`config.mk`:
```
export PLATFORM = sky130hd
export DESIGN_NAME = burst_addr_seq
export DESIGN_NICKNAME = d
export VERILOG_FILES = /design/src/rtl/bas_pkg.sv /design/src/rtl/bas_start_ctrl.sv /design/src/rtl/bas_beat_counter.sv /design/src/rtl/bas_order_map.sv /design/src/rtl/burst_addr_seq.sv
export SDC_FILE = /design/constraint.sdc
export NUM_CORES = 1
export LEC_CHECK = 0
export CAP_MARGIN = 5
export CELL_PAD_IN_SITES_DETAIL_PLACEMENT = 2
export CELL_PAD_IN_SITES_GLOBAL_PLACEMENT = 2
export CORE_MARGIN = 3
export CORE_UTILIZATION = 23
export CTS_CLUSTER_DIAMETER = 150
export DETAILED_ROUTE_END_ITERATION = 10
export GPL_TIMING_DRIVEN = 0
export PLACE_DENSITY_LB_ADDON = 0.05
export SKIP_LAST_GASP = 1
export SLEW_MARGIN = 20
export SYNTH_ARGS = -nofsm -noshare
export SYNTH_HDL_FRONTEND = slang
export SYNTH_HIERARCHICAL = 1
export SYNTH_SLANG_ARGS = --single-unit
```
`constraint.sdc`:
```
create_clock -name clk -period 0.95 [get_ports clk]
set_input_delay 0.1425 -clock clk [delete_from_list [all_inputs] [get_ports clk]]
set_output_delay 0.1425 -clock clk [all_outputs]
set_load 0.02 [all_outputs]
```
`src/rtl/bas_pkg.sv`:
```
package bas_pkg;

   typedef enum logic {
      ORD_LINEAR     = 1'b0,
      ORD_INTERLEAVE = 1'b1
   } order_e;

   typedef enum logic [1:0] {
      ACT_HOLD  = 2'd0,
      ACT_START = 2'd1,
      ACT_STEP  = 2'd2
   } action_e;

endpackage

```
`src/rtl/bas_start_ctrl.sv`:
```
module bas_start_ctrl
   import bas_pkg::*;
(
   input  logic    chip_en,
   input  logic    strobe_proc,
   input  logic    strobe_ctrl,
   input  logic    advance,
   output action_e action
);

   logic proc_ok;
   logic ctrl_ok;

   assign proc_ok = strobe_proc & chip_en;
   assign ctrl_ok = strobe_ctrl & chip_en;

   // a start beats an advance on the same edge
   always_comb begin
      if (proc_ok || ctrl_ok)
         action = ACT_START;
      else if (advance)
         action = ACT_STEP;
      else
         action = ACT_HOLD;
   end

endmodule

```
`src/rtl/bas_beat_counter.sv`:
```
module bas_beat_counter
   import bas_pkg::*;
#(
   parameter int BEAT_W = 2
) (
   input  logic              clk,
   input  logic              rst_n,
   input  action_e           action,
   output logic [BEAT_W-1:0] beat_q
);

   localparam logic [BEAT_W-1:0] BEAT_ONE = BEAT_W'(1);

   always_ff @(posedge clk or negedge rst_n) begin
      if (!rst_n)
         beat_q <= '0;
      else begin
         case (action)
            ACT_START: beat_q <= '0;
            ACT_STEP:  beat_q <= beat_q + BEAT_ONE;
            default:   beat_q <= beat_q;
         endcase
      end
   end

endmodule

```
`src/rtl/bas_order_map.sv`:
```
module bas_order_map
   import bas_pkg::*;
#(
   parameter int BEAT_W         = 2,
   parameter bit HAS_INTERLEAVE = 1'b1
) (
   input  logic [BEAT_W-1:0] start_low,
   input  logic [BEAT_W-1:0] beat,
   input  order_e            order,
   output logic [BEAT_W-1:0] low_addr
);

   logic [BEAT_W-1:0] lin_low;

   assign lin_low = start_low + beat;

   generate
      if (HAS_INTERLEAVE) begin : g_both
         logic [BEAT_W-1:0] ilv_low;
         for (genvar i = 0; i < BEAT_W; i++) begin : g_bit
            assign ilv_low[i] = start_low[i] ^ beat[i];
         end
         assign low_addr = (order == ORD_INTERLEAVE) ? ilv_low : lin_low;
      end else begin : g_lin
         logic unused_order;
         assign unused_order = order;
         assign low_addr = lin_low;
      end
   endgenerate

endmodule

```
`src/rtl/burst_addr_seq.sv`:
```
module burst_addr_seq
   import bas_pkg::*;
#(
   parameter int ADDR_W         = 19,
   parameter int BEAT_W         = 2,
   parameter bit HAS_INTERLEAVE = 1'b1
) (
   input  logic              clk,
   input  logic              rst_n,
   input  logic              chip_en,
   input  logic              strobe_proc,
   input  logic              strobe_ctrl,
   input  logic              advance,
   input  logic              order_sel,
   input  logic [ADDR_W-1:0] ext_addr,
   output logic [ADDR_W-1:0] cur_addr,
   output logic [BEAT_W-1:0] beat
);

   localparam int UP_W = ADDR_W - BEAT_W;

   generate
      if (BEAT_W < 1 || BEAT_W > 4) begin : g_bad_beat
         $error("burst_addr_seq: BEAT_W must lie in 1..4");
      end
      if (UP_W < 1) begin : g_bad_addr
         $error("burst_addr_seq: ADDR_W must exceed BEAT_W");
      end
   endgenerate

   action_e           action;
   logic [UP_W-1:0]   upper_q;
   logic [BEAT_W-1:0] start_q;
   order_e            order_q;
   logic [BEAT_W-1:0] beat_q;
   logic [BEAT_W-1:0] low_addr;

   bas_start_ctrl u_start (
      .chip_en     (chip_en),
      .strobe_proc (strobe_proc),
      .strobe_ctrl (strobe_ctrl),
      .advance     (advance),
      .action      (action)
   );

   bas_beat_counter #(.BEAT_W(BEAT_W)) u_beat (
      .clk    (clk),
      .rst_n  (rst_n),
      .action (action),
      .beat_q (beat_q)
   );

   always_ff @(posedge clk or negedge rst_n) begin
      if (!rst_n) begin
         upper_q <= '0;
         start_q <= '0;
         order_q <= ORD_LINEAR;
      end else if (action == ACT_START) begin
         upper_q <= ext_addr[ADDR_W-1:BEAT_W];
         start_q <= ext_addr[BEAT_W-1:0];
         order_q <= order_e'(order_sel);
      end
   end

   bas_order_map #(.BEAT_W(BEAT_W), .HAS_INTERLEAVE(HAS_INTERLEAVE)) u_map (
      .start_low (start_q),
      .beat      (beat_q),
      .order     (order_q),
      .low_addr  (low_addr)
   );

   assign cur_addr = {upper_q, low_addr};
   assign beat     = beat_q;

endmodule

```
==> results of run 1 <==
## layer usage
layer  vias to the layer above  track usage (%)  part of all wire [%]
li1                        341                -                     -
met1                       369            14.56                    40
met2                        21            18.57                    53
met3                         2            3.506                   5.6
met4                         0            5.010                  0.95
met5                         -                0                     0
## cells in the final DEF (no fill, tap or decap)
master           Yosys  layout
buf_6                2      24
dfrtp_1             22      21
mux2_4              20      20
clkdlybuf4s50_1      0      20
buf_4                0      13
buf_12               0       4
clkbuf_8             0       4
o21ai_2              0       3
nor2b_4              0       3
nand2b_4             1       2
ha_4                 0       2
buf_16               0       1
dlygate4sd3_1        0       1
dlygate4sd2_1        0       1
clkbuf_2             0       1
buf_2                0       1
clkdlybuf4s15_2      0       1
inv_2                0       1
nand2_2              0       1
nand2b_1             2       1
dfrtp_2              0       1
xnor2_1              2       1
xnor2_2              0       1
o21a_4               0       1
## flip-flops by register name (all words and copies together), names as in the netlist
name and count:
upper_q 17, start_q 2, u_beat/beat_q 2, order_q 1
## path summary, 6_finish.rpt
path                                                 to  slack [ns]  cells past startpoint
hold / removal             u_beat/beat_q[1]$_DFFE_PN0P_        0.38                      2
setup / recovery                            cur_addr[1]       -0.46                      4
setup reg to reg           u_beat/beat_q[1]$_DFFE_PN0P_       -0.02                      5
min in group clk                 upper_q[2]$_DFFE_PN0N_        0.49                      2
hold reg to reg                 upper_q[12]$_DFFE_PN0N_        0.54                      1
max in group asynchronous  u_beat/beat_q[0]$_DFFE_PN0P_        0.20                      2
## area by class of cell
type                       count  area (µm²)  area share [%]
tap                           50       62.56           3.316
sequential                    22       551.8           29.24
clock buffer                   4       55.05           2.918
timing repair buffer          65       675.6           35.81
buffer                         2       40.04           2.122
multi-input combinational     35       498.0           26.39
inverter                       1       3.754          0.1989
## power groups by stage
stage	combinational (µW)	sequential (µW)	clock (µW)
6_report	1350	1230	680
5_1_grt	1430	1250	769
4_1_cts	1300	1230	718
3_5_place_dp	1090	1230	0
3_3_place_gp	1070	1220	0
2_1_floorplan	425	1380	0
## worst max-delay path: stages, from the launching register on
cell and delay, ns:
dfrtp_2 0.44, ha_4 0.16, nor2b_4 0.12, xnor2_2 0.12
buf_4 0.16
## cells by family (layout without fill, tap and decap cells)
| logic type | count (synthesis) | count (layout) | synth area share, % |
|---|---|---|---|
| buffers and inverters | 3 | 72 | 2.644 |
| AO/OA/AOI/OAI | 4 | 4 | 2.267 |
| flip-flops | 22 | 22 | 55.42 |
| AND/OR/NAND/NOR | 7 | 7 | 5.163 |
| multiplexers | 20 | 20 | 30.23 |
| XOR/XNOR | 2 | 2 | 1.764 |
| adder cells (fa/ha/maj) | 2 | 2 | 2.518 |
## repair_timing
item | in CTS | in global routing
hold endpoints to repair | 0 | 22
cloned | 2 | 0
hold buffers | 0 | 1
setup buffers | 11 | 8
pin swaps | 3 | 4
endpoints found under the setup margin | 65 | 43
resized for setup | 146 | 9
## stage by stage
| step | instances | total power [µW] | worst slack, ns | util, % |
|---|---|---|---|---|
| CTS | 173 | 3253 | -0.4920 | 44.98 |
| global placement | 156 | 2294 | -0.7299 | 38.37 |
| floorplan | 60 | 1809 | -0.2323 | - |
| finish | 179 | 3258 | -0.4570 | 46.17 |
| global route | 179 | 3455 | -0.5120 | 46.17 |
| detailed placement | 156 | 2319 | -0.7495 | 38.37 |
==> results.sh, run 1 <==
export IMPL_clkPwrFrac_pct=20.9
export IMPL_detail_route_first_pass_iterations=2
export IMPL_critPathLaunchType="register"
export IMPL_antenna_found_initial=0
export IMPL_synth_top_area_share_pct=55.42
export IMPL_arrival_ns=1.26
export IMPL_fin_setup_tns_ns=-3.807
export IMPL_drive_above_1_share_pct=65.12
export IMPL_cap_viol_max_count=0
export IMPL_dp_hpwl_mm=1.772
export IMPL_synth_largest_area_cell="dfrtp_1"
export IMPL_die_area_um2=5144
export IMPL_ios=47
export IMPL_yosysSeqAreaShare_pct=55.42
export IMPL_die_y_um=71.72
export IMPL_syn_inst=60
export IMPL_ant_nets=0
export IMPL_htreeDepth=1
export IMPL_yosys_warnings=6
export IMPL_coreArea_um2=4086
export IMPL_seq_power_share_pct=37.8
export IMPL_violations="negative setup slack"
export IMPL_cts_tree="done"
export IMPL_io_buffer_count=46
export IMPL_setup_slack_ns=-0.4570
export IMPL_power_share_switching_pct=28.82
export IMPL_rsz0062_at_grt="yes"
export IMPL_globalplace_congestion=0.6041
export IMPL_cp_max_fo=2
export IMPL_wirelength_mm=2.729
export IMPL_wl_per_cell_um=15.25
export IMPL_vias=733
export IMPL_syn2layout_area_growth_pct=89.92
export IMPL_die_w_um=71.72
export IMPL_status="finished with violations"
export IMPL_grt_pass1_vias=841
export IMPL_hold_viol=0
export IMPL_drc_errors=0
export IMPL_design_area_um2=1887
export IMPL_start_util_pct=24.31
export IMPL_final_max_slew_viol_count=0
export IMPL_p_int_uw=2319
export IMPL_synth_top_flop_cell="dfrtp_1"
export IMPL_grt_pass1_wl_mm=4.429
export IMPL_power_frac_comb_pct=41.3
export IMPL_grt_util_all_layers_pct=11.64
export IMPL_grt_max_degree=23
export IMPL_place_area_um2=1568
export IMPL_relSlewSlack_pct=65.48
export IMPL_p_leak_uw=0.0009005
export IMPL_p_switching_uw=938.8
export IMPL_worst_pin_slew_ns=0.5177
export IMPL_synth_most_common_cell="dfrtp_1"
export IMPL_reg2reg_from="u_beat/beat_q[0]$_DFFE_PN0P_"
export IMPL_ys_async_sr_fraction_pct=100.0
export IMPL_finalSetupViolCount=27
export IMPL_synth_nets=88
export IMPL_cp_end_kind="primary output"
export IMPL_ys_seq_elements=22
export IMPL_root_buffer="clkbuf_8"
export IMPL_dr_first_iter_drc_count=18
export IMPL_syn_avg_cell_area_um2=16.56
export IMPL_diodes=0
export IMPL_clockBufferDepth=2
export IMPL_synthTopCellsByArea="dfrtp_1 (55%), mux2_4 (30%), ha_1 (2.5%), buf_6 (2.3%), xnor2_1 (1.8%)"
export IMPL_viasPerCell=4.095
export IMPL_netlist_top_cells_count="dfrtp_1 (22), mux2_4 (20), o21ai_1 (3)"
export IMPL_post_synth_num_cell_types=13
export IMPL_fin_skew_ns=0.0002518
export IMPL_syn_area_um2=993.5
export IMPL_crit_type="register to primary output"
export IMPL_synth_edf_count=0
export IMPL_cts_buffers=3
export IMPL_cts_sinks=22
export IMPL_gr_total_overflow=0
export IMPL_cp_required_ns=0.81
export IMPL_max_freq_mhz=710.8
export IMPL_fin_crit_ns=1.407
export IMPL_peakVddDrop_uv=806.4
export IMPL_crit_path_start="u_beat/beat_q[0]$_DFFE_PN0P_"
export IMPL_insertion_delay_ns=0.26
export IMPL_rows=23
export IMPL_nets=158
export IMPL_hold_path_class="input port to asynchronous set/reset pin"
export IMPL_clk_pin_slew_ns=0.08
export IMPL_whs_ns=0.3817
export IMPL_min_period_over_period_pct=148.1
export IMPL_fillers=396
export IMPL_power_density_nw_per_um2=1727
Power figures use the tool's default switching activity.
==> run 2: changes to the inputs <==
--- a/config.mk
+++ b/config.mk
@@ -5,11 +5,12 @@
 export SDC_FILE = /design/constraint.sdc
 export NUM_CORES = 1
 export LEC_CHECK = 0
+export ABC_AREA = 1
 export CAP_MARGIN = 5
 export CELL_PAD_IN_SITES_DETAIL_PLACEMENT = 2
 export CELL_PAD_IN_SITES_GLOBAL_PLACEMENT = 2
 export CORE_MARGIN = 3
-export CORE_UTILIZATION = 23
+export CORE_UTILIZATION = 19
 export CTS_CLUSTER_DIAMETER = 150
 export DETAILED_ROUTE_END_ITERATION = 10
 export GPL_TIMING_DRIVEN = 0
==> run 2 against run 1 <==
Clock-buffer cell count down 1. Setup slack worse by 0.0058 ns. Clock power is 33% higher. Synthesized area up 1.5%. The flow finishes with violations (negative hold slack, negative setup slack). Cell area is 3.2% lower. Largest cell class unchanged. Highest routed layer unchanged. Combinational power fell by 8%.
==> results.sh, run 2 <==
export IMPL_synth_top_family_by_area="simple AND/OR/NAND/NOR gates"
export IMPL_whs_ns=-0.03491
export IMPL_antenna_found_initial=0
export IMPL_start_util_pct=20.54
export IMPL_synth_edf_count=0
export IMPL_worst_pin_slew_ns=0.6108
export IMPL_post_synth_num_cell_types=14
export IMPL_grt_util_all_layers_pct=11.84
export IMPL_fillers=560
export IMPL_synthTopCellsByArea="dfrtp_1 (55%), nand2_1 (19%), nand3_1 (12%), inv_1 (3.3%), ha_1 (2.5%)"
export IMPL_worstPathCellList="ha_4 -> inv_2 -> nor2_1 -> nand3_1 -> nand2_1 -> inv_2 -> buf_4"
export IMPL_min_period_over_period_pct=148.7
export IMPL_ant_nets=0
export IMPL_wirelength_mm=3.498
export IMPL_yosysSeqAreaShare_pct=54.59
export IMPL_ios=47
export IMPL_status="finished with violations"
export IMPL_largest_reg_flops=17
export IMPL_drive_above_1_share_pct=34.22
export IMPL_peakVddDrop_uv=702.4
export IMPL_synth_top_area_share_pct=54.59
export IMPL_root_buffer="clkbuf_8"
export IMPL_cp_required_ns=0.81
export IMPL_grt_pass1_wl_mm=5.761
export IMPL_synth_compound_area_share_pct=0.9926
export IMPL_fin_crit_ns=1.413
export IMPL_syn_inst=122
export IMPL_critPathMaxStageDelay_ns=0.41
export IMPL_final_max_slew_viol_count=0
export IMPL_top_regs="upper_q: 17 flops, start_q: 2 flops, u_beat/beat_q: 2 flops"
export IMPL_synthAdderAreaFrac_pct=2.481
export IMPL_diodes=0
export IMPL_r2r_cells=5
export IMPL_place_inst=235
export IMPL_cts_tree="done"
export IMPL_reg2reg_from="u_beat/beat_q[1]$_DFFE_PN0P_"
export IMPL_synth_most_common_cell="nand2_1"
export IMPL_mostFrequentLayoutCells="nand2_1 (50), buf_6 (25), nand3_1 (22)"
export IMPL_setup_slack_ns=-0.4627
export IMPL_r2r_slack_ns=0
export IMPL_critPathLaunchType="register"
export IMPL_syn2layout_area_growth_pct=81.14
export IMPL_die_w_um=78.86
export IMPL_relSlewSlack_pct=59.28
export IMPL_grt_max_degree=23
export IMPL_fin_skew_ns=0.0003918
export IMPL_p_leak_uw=0.0009143
export IMPL_wl_per_cell_um=13.77
export IMPL_viasPerCell=4.209
export IMPL_synth_largest_area_cell="dfrtp_1"
export IMPL_crit_path_start="start_q[0]$_DFFE_PN0N_"
export IMPL_ys_seq_elements=22
export IMPL_regMostFlops="upper_q"
export IMPL_hold_viol=22
export IMPL_clockBufferDepth=2
export IMPL_cpMaxStageDelayCell="dfrtp_1"
export IMPL_layout_commonest_cell="nand2_1"
export IMPL_max_freq_mhz=707.9
export IMPL_insertion_delay_ns=0.27
export IMPL_io_buffer_count=46
export IMPL_die_area_um2=6218
export IMPL_path_common_cell="inv_2"
export IMPL_ys_async_sr_fraction_pct=100.0
export IMPL_dr_first_iter_drc_count=24
export IMPL_timing_rr_end="u_beat/beat_q[1]$_DFFE_PN0P_"
export IMPL_synth_nets=150
export IMPL_instances_no_fill=254
export IMPL_yosys_warnings=6
export IMPL_crit_type="register to primary output"
export IMPL_globalplace_congestion=0.6177
export IMPL_die_y_um=78.86
export IMPL_rows=25
export IMPL_htreeDepth=1
export IMPL_grt_pass1_vias=1188
export IMPL_vias=1069
export IMPL_violations="negative hold slack, negative setup slack"
export IMPL_cts_sinks=22
export IMPL_synth_top_flop_cell="dfrtp_1"
export IMPL_critPathCapture="cur_addr[1]"
export IMPL_clk_pin_slew_ns=0.09
export IMPL_gr_total_overflow=0
export IMPL_dp_hpwl_mm=2.390
export IMPL_finalSetupViolCount=13
export IMPL_drc_errors=0
export IMPL_syn_area_um2=1008
export IMPL_power_density_nw_per_um2=1838
export IMPL_nets=216
export IMPL_post_route_util_pct=37.20
export IMPL_syn_avg_cell_area_um2=8.266
export IMPL_cp_end_kind="primary output"
export IMPL_cap_viol_max_count=0
export IMPL_detail_route_first_pass_iterations=4
export IMPL_arrival_ns=1.27
export IMPL_synthMuxAreaShare_pct=0
export IMPL_yosys_area_share_xor_xnor_pct=0
export IMPL_netlist_top_cells_count="nand2_1 (50), nand3_1 (24), dfrtp_1 (22)"
export IMPL_synth_simple_area_share_pct=33.13
export IMPL_hold_path_class="input port to asynchronous set/reset pin"
export IMPL_coreArea_um2=4911
export IMPL_cp_max_fo=2
export IMPL_rsz0062_at_grt="yes"
export IMPL_cts_buffers=3
==> run 2: layout make-up <==
class	instances	area (µm²)	area share, %
sequential	22	553.0	30.27
timing repair buffer	61	604.3	33.08
buffer	6	52.55	2.877
clock buffer	3	41.29	2.260
clock inverter	1	30.03	1.644
inverter	11	48.80	2.671
tap	67	83.83	4.589
multi-input combinational	83	412.9	22.60
==> run 2: power by group <==
group          internal [µW]  switching (µW)  total [µW]
clock                    564             339         902
sequential              1090             126        1210
combinational            652             588        1240
total                   2300            1050        3360
==> run 2: worst min path at each step <==
stage / from / to / cells after the start
5_1_grt: rst_n / u_beat/beat_q[1]$_DFFE_PN0P_ / 1
3_3_place_gp: upper_q[0]$_DFFE_PN0N_ / upper_q[0]$_DFFE_PN0N_ / 2
4_1_cts: rst_n / order_q$_DFFE_PN0N_ / 1
3_5_place_dp: upper_q[13]$_DFFE_PN0N_ / upper_q[13]$_DFFE_PN0N_ / 2
6_report: rst_n / order_q$_DFFE_PN0N_ / 1
2_1_floorplan: rst_n / order_q$_DFFE_PN0N_ / 0
==> run 2: cell families (layout without fill, tap and decap cells) <==
kind of cell,count (synthesis),after routing
AND/OR/NAND/NOR,79,79
flip-flops,22,22
buffers and inverters,17,82
adder cells (fa/ha/maj),2,2
AO/OA/AOI/OAI,2,2
==> run 2: stage by stage <==
stage / power, µW / area (µm²) / setup TNS [ns] / setup slack [ns]
floorplan: 1701 / 1022 / -0.1361 / -0.09467
global placement: 2194 / 1567 / -25.45 / -0.6326
detailed placement: 2233 / 1567 / -27.06 / -0.6561
CTS: 3330 / 1759 / -1.393 / -0.4793
global route: 3575 / 1827 / -1.956 / -0.5417
finish: 3357 / 1827 / -1.082 / -0.4627
==> run 2: timing repair <==
item | 4_1_cts | 5_1_grt
pin swaps | 9 | 6
resized for setup | 142 | 12
endpoints found under the hold margin | 22 | 0
buffers inserted | 9 | 8
gates cloned | 0 | 0
endpoints found under the setup margin | 65 | 43
==> run 2: layer usage <==
metal	track usage [%]	vias to the layer above	wire [µm]
met5	0	-	0
met4	4.639	0	47
li1	-	510	-
met3	3.628	4	230
met1	13.66	525	1363
met2	20.46	30	1856
==> run 2: worst max-delay path, delay by kind of cell (launching register included) <==
family,cells,cell delay [ns]
flip-flops,1,0.41
AND/OR/NAND/NOR,3,0.23
buffers and inverters,3,0.20
adder cells (fa/ha/maj),1,0.15
==> run 3: changes to the inputs <==
--- a/config.mk
+++ b/config.mk
@@ -16,7 +16,6 @@
 export GPL_TIMING_DRIVEN = 0
 export PLACE_DENSITY_LB_ADDON = 0.05
 export SKIP_LAST_GASP = 1
-export SLEW_MARGIN = 20
 export SYNTH_ARGS = -nofsm -noshare
 export SYNTH_HDL_FRONTEND = slang
 export SYNTH_HIERARCHICAL = 1
==> constraint.sdc (replaced) <==
create_clock -name clk -period 0.95 [get_ports clk]
set_input_delay 0.19 -clock clk [delete_from_list [all_inputs] [get_ports clk]]
set_output_delay 0.19 -clock clk [all_outputs]
set_load 0.02 [all_outputs]
==> run 3 against run 2 <==
Clock-buffer cell count increased by 1. Flip-flop and latch count unchanged. Fmax decreased by 0.66%. The flow finishes with violations (negative setup slack). Register-to-register slack got worse by 0.03 ns. Cell area increased by 3.6%. Critical path depth decreased by 1. First-iteration DRC count increased by 17%. Non-clock buffer count increased by 3. Die area unchanged. Setup slack got worse by 0.0094 ns. Global-route usage increased by 0.49 points. Clock power decreased by 25%.
==> results.sh, run 3 (synthesis gave the netlist of run 2 again) <==
export IMPL_fillers=552
export IMPL_arrival_ns=1.23
export IMPL_nets=219
export IMPL_dr_first_iter_drc_count=28
export IMPL_cp_end_kind="primary output"
export IMPL_die_area_um2=6218
export IMPL_status="finished with violations"
export IMPL_mostFrequentLayoutCells="nand2_1 (47), buf_6 (30), nand3_1 (22)"
export IMPL_rsz0062_at_grt="yes"
export IMPL_detail_route_first_pass_iterations=4
export IMPL_io_buffer_count=46
export IMPL_power_density_nw_per_um2=1684
export IMPL_final_max_slew_viol_count=0
export IMPL_clk_pin_slew_ns=0.08
export IMPL_clockBufferDepth=2
export IMPL_antenna_found_initial=0
export IMPL_die_y_um=78.86
export IMPL_max_freq_mhz=703.2
export IMPL_wl_per_cell_um=13.88
export IMPL_globalplace_congestion=0.6301
export IMPL_grt_max_degree=23
export IMPL_dp_hpwl_mm=2.369
export IMPL_cp_required_ns=0.76
export IMPL_crit_type="register to primary output"
export IMPL_setup_slack_ns=-0.4721
export IMPL_syn2layout_area_growth_pct=87.72
export IMPL_hold_path_class="input port to asynchronous set/reset pin"
export IMPL_worst_pin_slew_ns=0.5961
export IMPL_largest_reg_flops=17
export IMPL_peakVddDrop_uv=766.7
export IMPL_hold_viol=0
export IMPL_finalSetupViolCount=23
export IMPL_gr_total_overflow=0
export IMPL_ios=47
export IMPL_wirelength_mm=3.567
export IMPL_whs_ns=0.01412
export IMPL_design_area_um2=1893
export IMPL_start_util_pct=20.54
export IMPL_fin_crit_ns=1.422
export IMPL_grt_pass1_vias=1222
export IMPL_cts_buffers=3
export IMPL_layout_commonest_cell="nand2_1"
export IMPL_vias=1082
export IMPL_cts_sinks=22
export IMPL_cap_viol_max_count=0
export IMPL_fin_skew_ns=0.00001998
export IMPL_regMostFlops="upper_q"
export IMPL_fin_setup_tns_ns=-1.821
export IMPL_cts_tree="done"
export IMPL_top_regs="upper_q: 17 flops, start_q: 2 flops, u_beat/beat_q: 2 flops"
export IMPL_min_period_over_period_pct=149.7
export IMPL_grt_pass1_wl_mm=6.016
export IMPL_die_w_um=78.86
export IMPL_drc_errors=0
export IMPL_drive_above_1_share_pct=38.42
export IMPL_viasPerCell=4.210
export IMPL_diodes=0
export IMPL_p_leak_uw=0.0009412
export IMPL_insertion_delay_ns=0.26
export IMPL_place_area_um2=1577
export IMPL_rows=25
export IMPL_coreArea_um2=4911
export IMPL_grt_util_all_layers_pct=12.33
export IMPL_violations="negative setup slack"
export IMPL_relSlewSlack_pct=60.26
export IMPL_ant_nets=0
export IMPL_root_buffer="clkbuf_8"
export IMPL_cp_max_fo=2
export IMPL_htreeDepth=1
export IMPL_critPathLaunchType="register"
export IMPL_cts_hold_buf=0
[run 3: final cells by class]
cell class	count	area, µm²	area share [%]
well taps	67	83.83	4.428
multi-input cells	83	439.2	23.20
clock buffers	4	55.05	2.908
repair buffers	64	646.9	34.17
flip-flops and latches	22	553.0	29.21
inverters	11	51.30	2.710
plain buffers	6	63.81	3.371
[run 3: final timing paths]
| path | start | to | slack (ns) | depth (start not counted) |
|---|---|---|---|---|
| setup / recovery | u_beat/beat_q[0]$_DFFE_PN0P_ | cur_addr[1] | -0.47 | 6 |
| hold / removal | rst_n | u_beat/beat_q[1]$_DFFE_PN0P_ | 0.01 | 1 |
| setup reg to reg | u_beat/beat_q[0]$_DFFE_PN0P_ | u_beat/beat_q[1]$_DFFE_PN0P_ | -0.03 | 4 |
| hold reg to reg | upper_q[2]$_DFFE_PN0N_ | upper_q[2]$_DFFE_PN0N_ | 0.50 | 2 |
| max in group asynchronous | rst_n | u_beat/beat_q[0]$_DFFE_PN0P_ | 0.51 | 1 |
| min in group clk | ext_addr[14] | upper_q[12]$_DFFE_PN0N_ | 0.49 | 3 |
[run 3: repair_timing]
item	in CTS	in global routing
pin swaps	9	8
endpoints found under the setup margin	65	42
resized for setup	161	10
cloned	3	0
buffers inserted	11	5
[run 3: metrics by stage]
stage	power, µW	setup slack (ns)	util (%)	cells
6_report	3188	-0.4721	38.55	257
3_5_place_dp	2242	-0.7214	32.10	235
5_1_grt	3415	-0.5626	38.55	257
3_3_place_gp	2203	-0.6925	32.10	235
2_1_floorplan	1705	-0.1422	-	122
4_1_cts	3192	-0.4804	37.81	253
[run 3: per-layer routing]
metal  track usage, %  up-vias  wire length, µm
met2            23.01       27             1960
met4            3.093        0               25
li1                 -      515                -
met5                0        -                0
met3            3.968        2              221
met1            13.40      538             1359
[run 3: worst max-delay path, stage by stage, from the launching register on]
cell and delay (ns):
dfrtp_2 0.44, ha_4 0.17, nand2_2 0.06, nand3_1 0.07, nand2_1 0.08, inv_2 0.04
buf_6 0.12
[run 3: power breakdown]
part	internal, µW	switching (µW)
clock network	369	307
registers	1090	126
logic	690	607
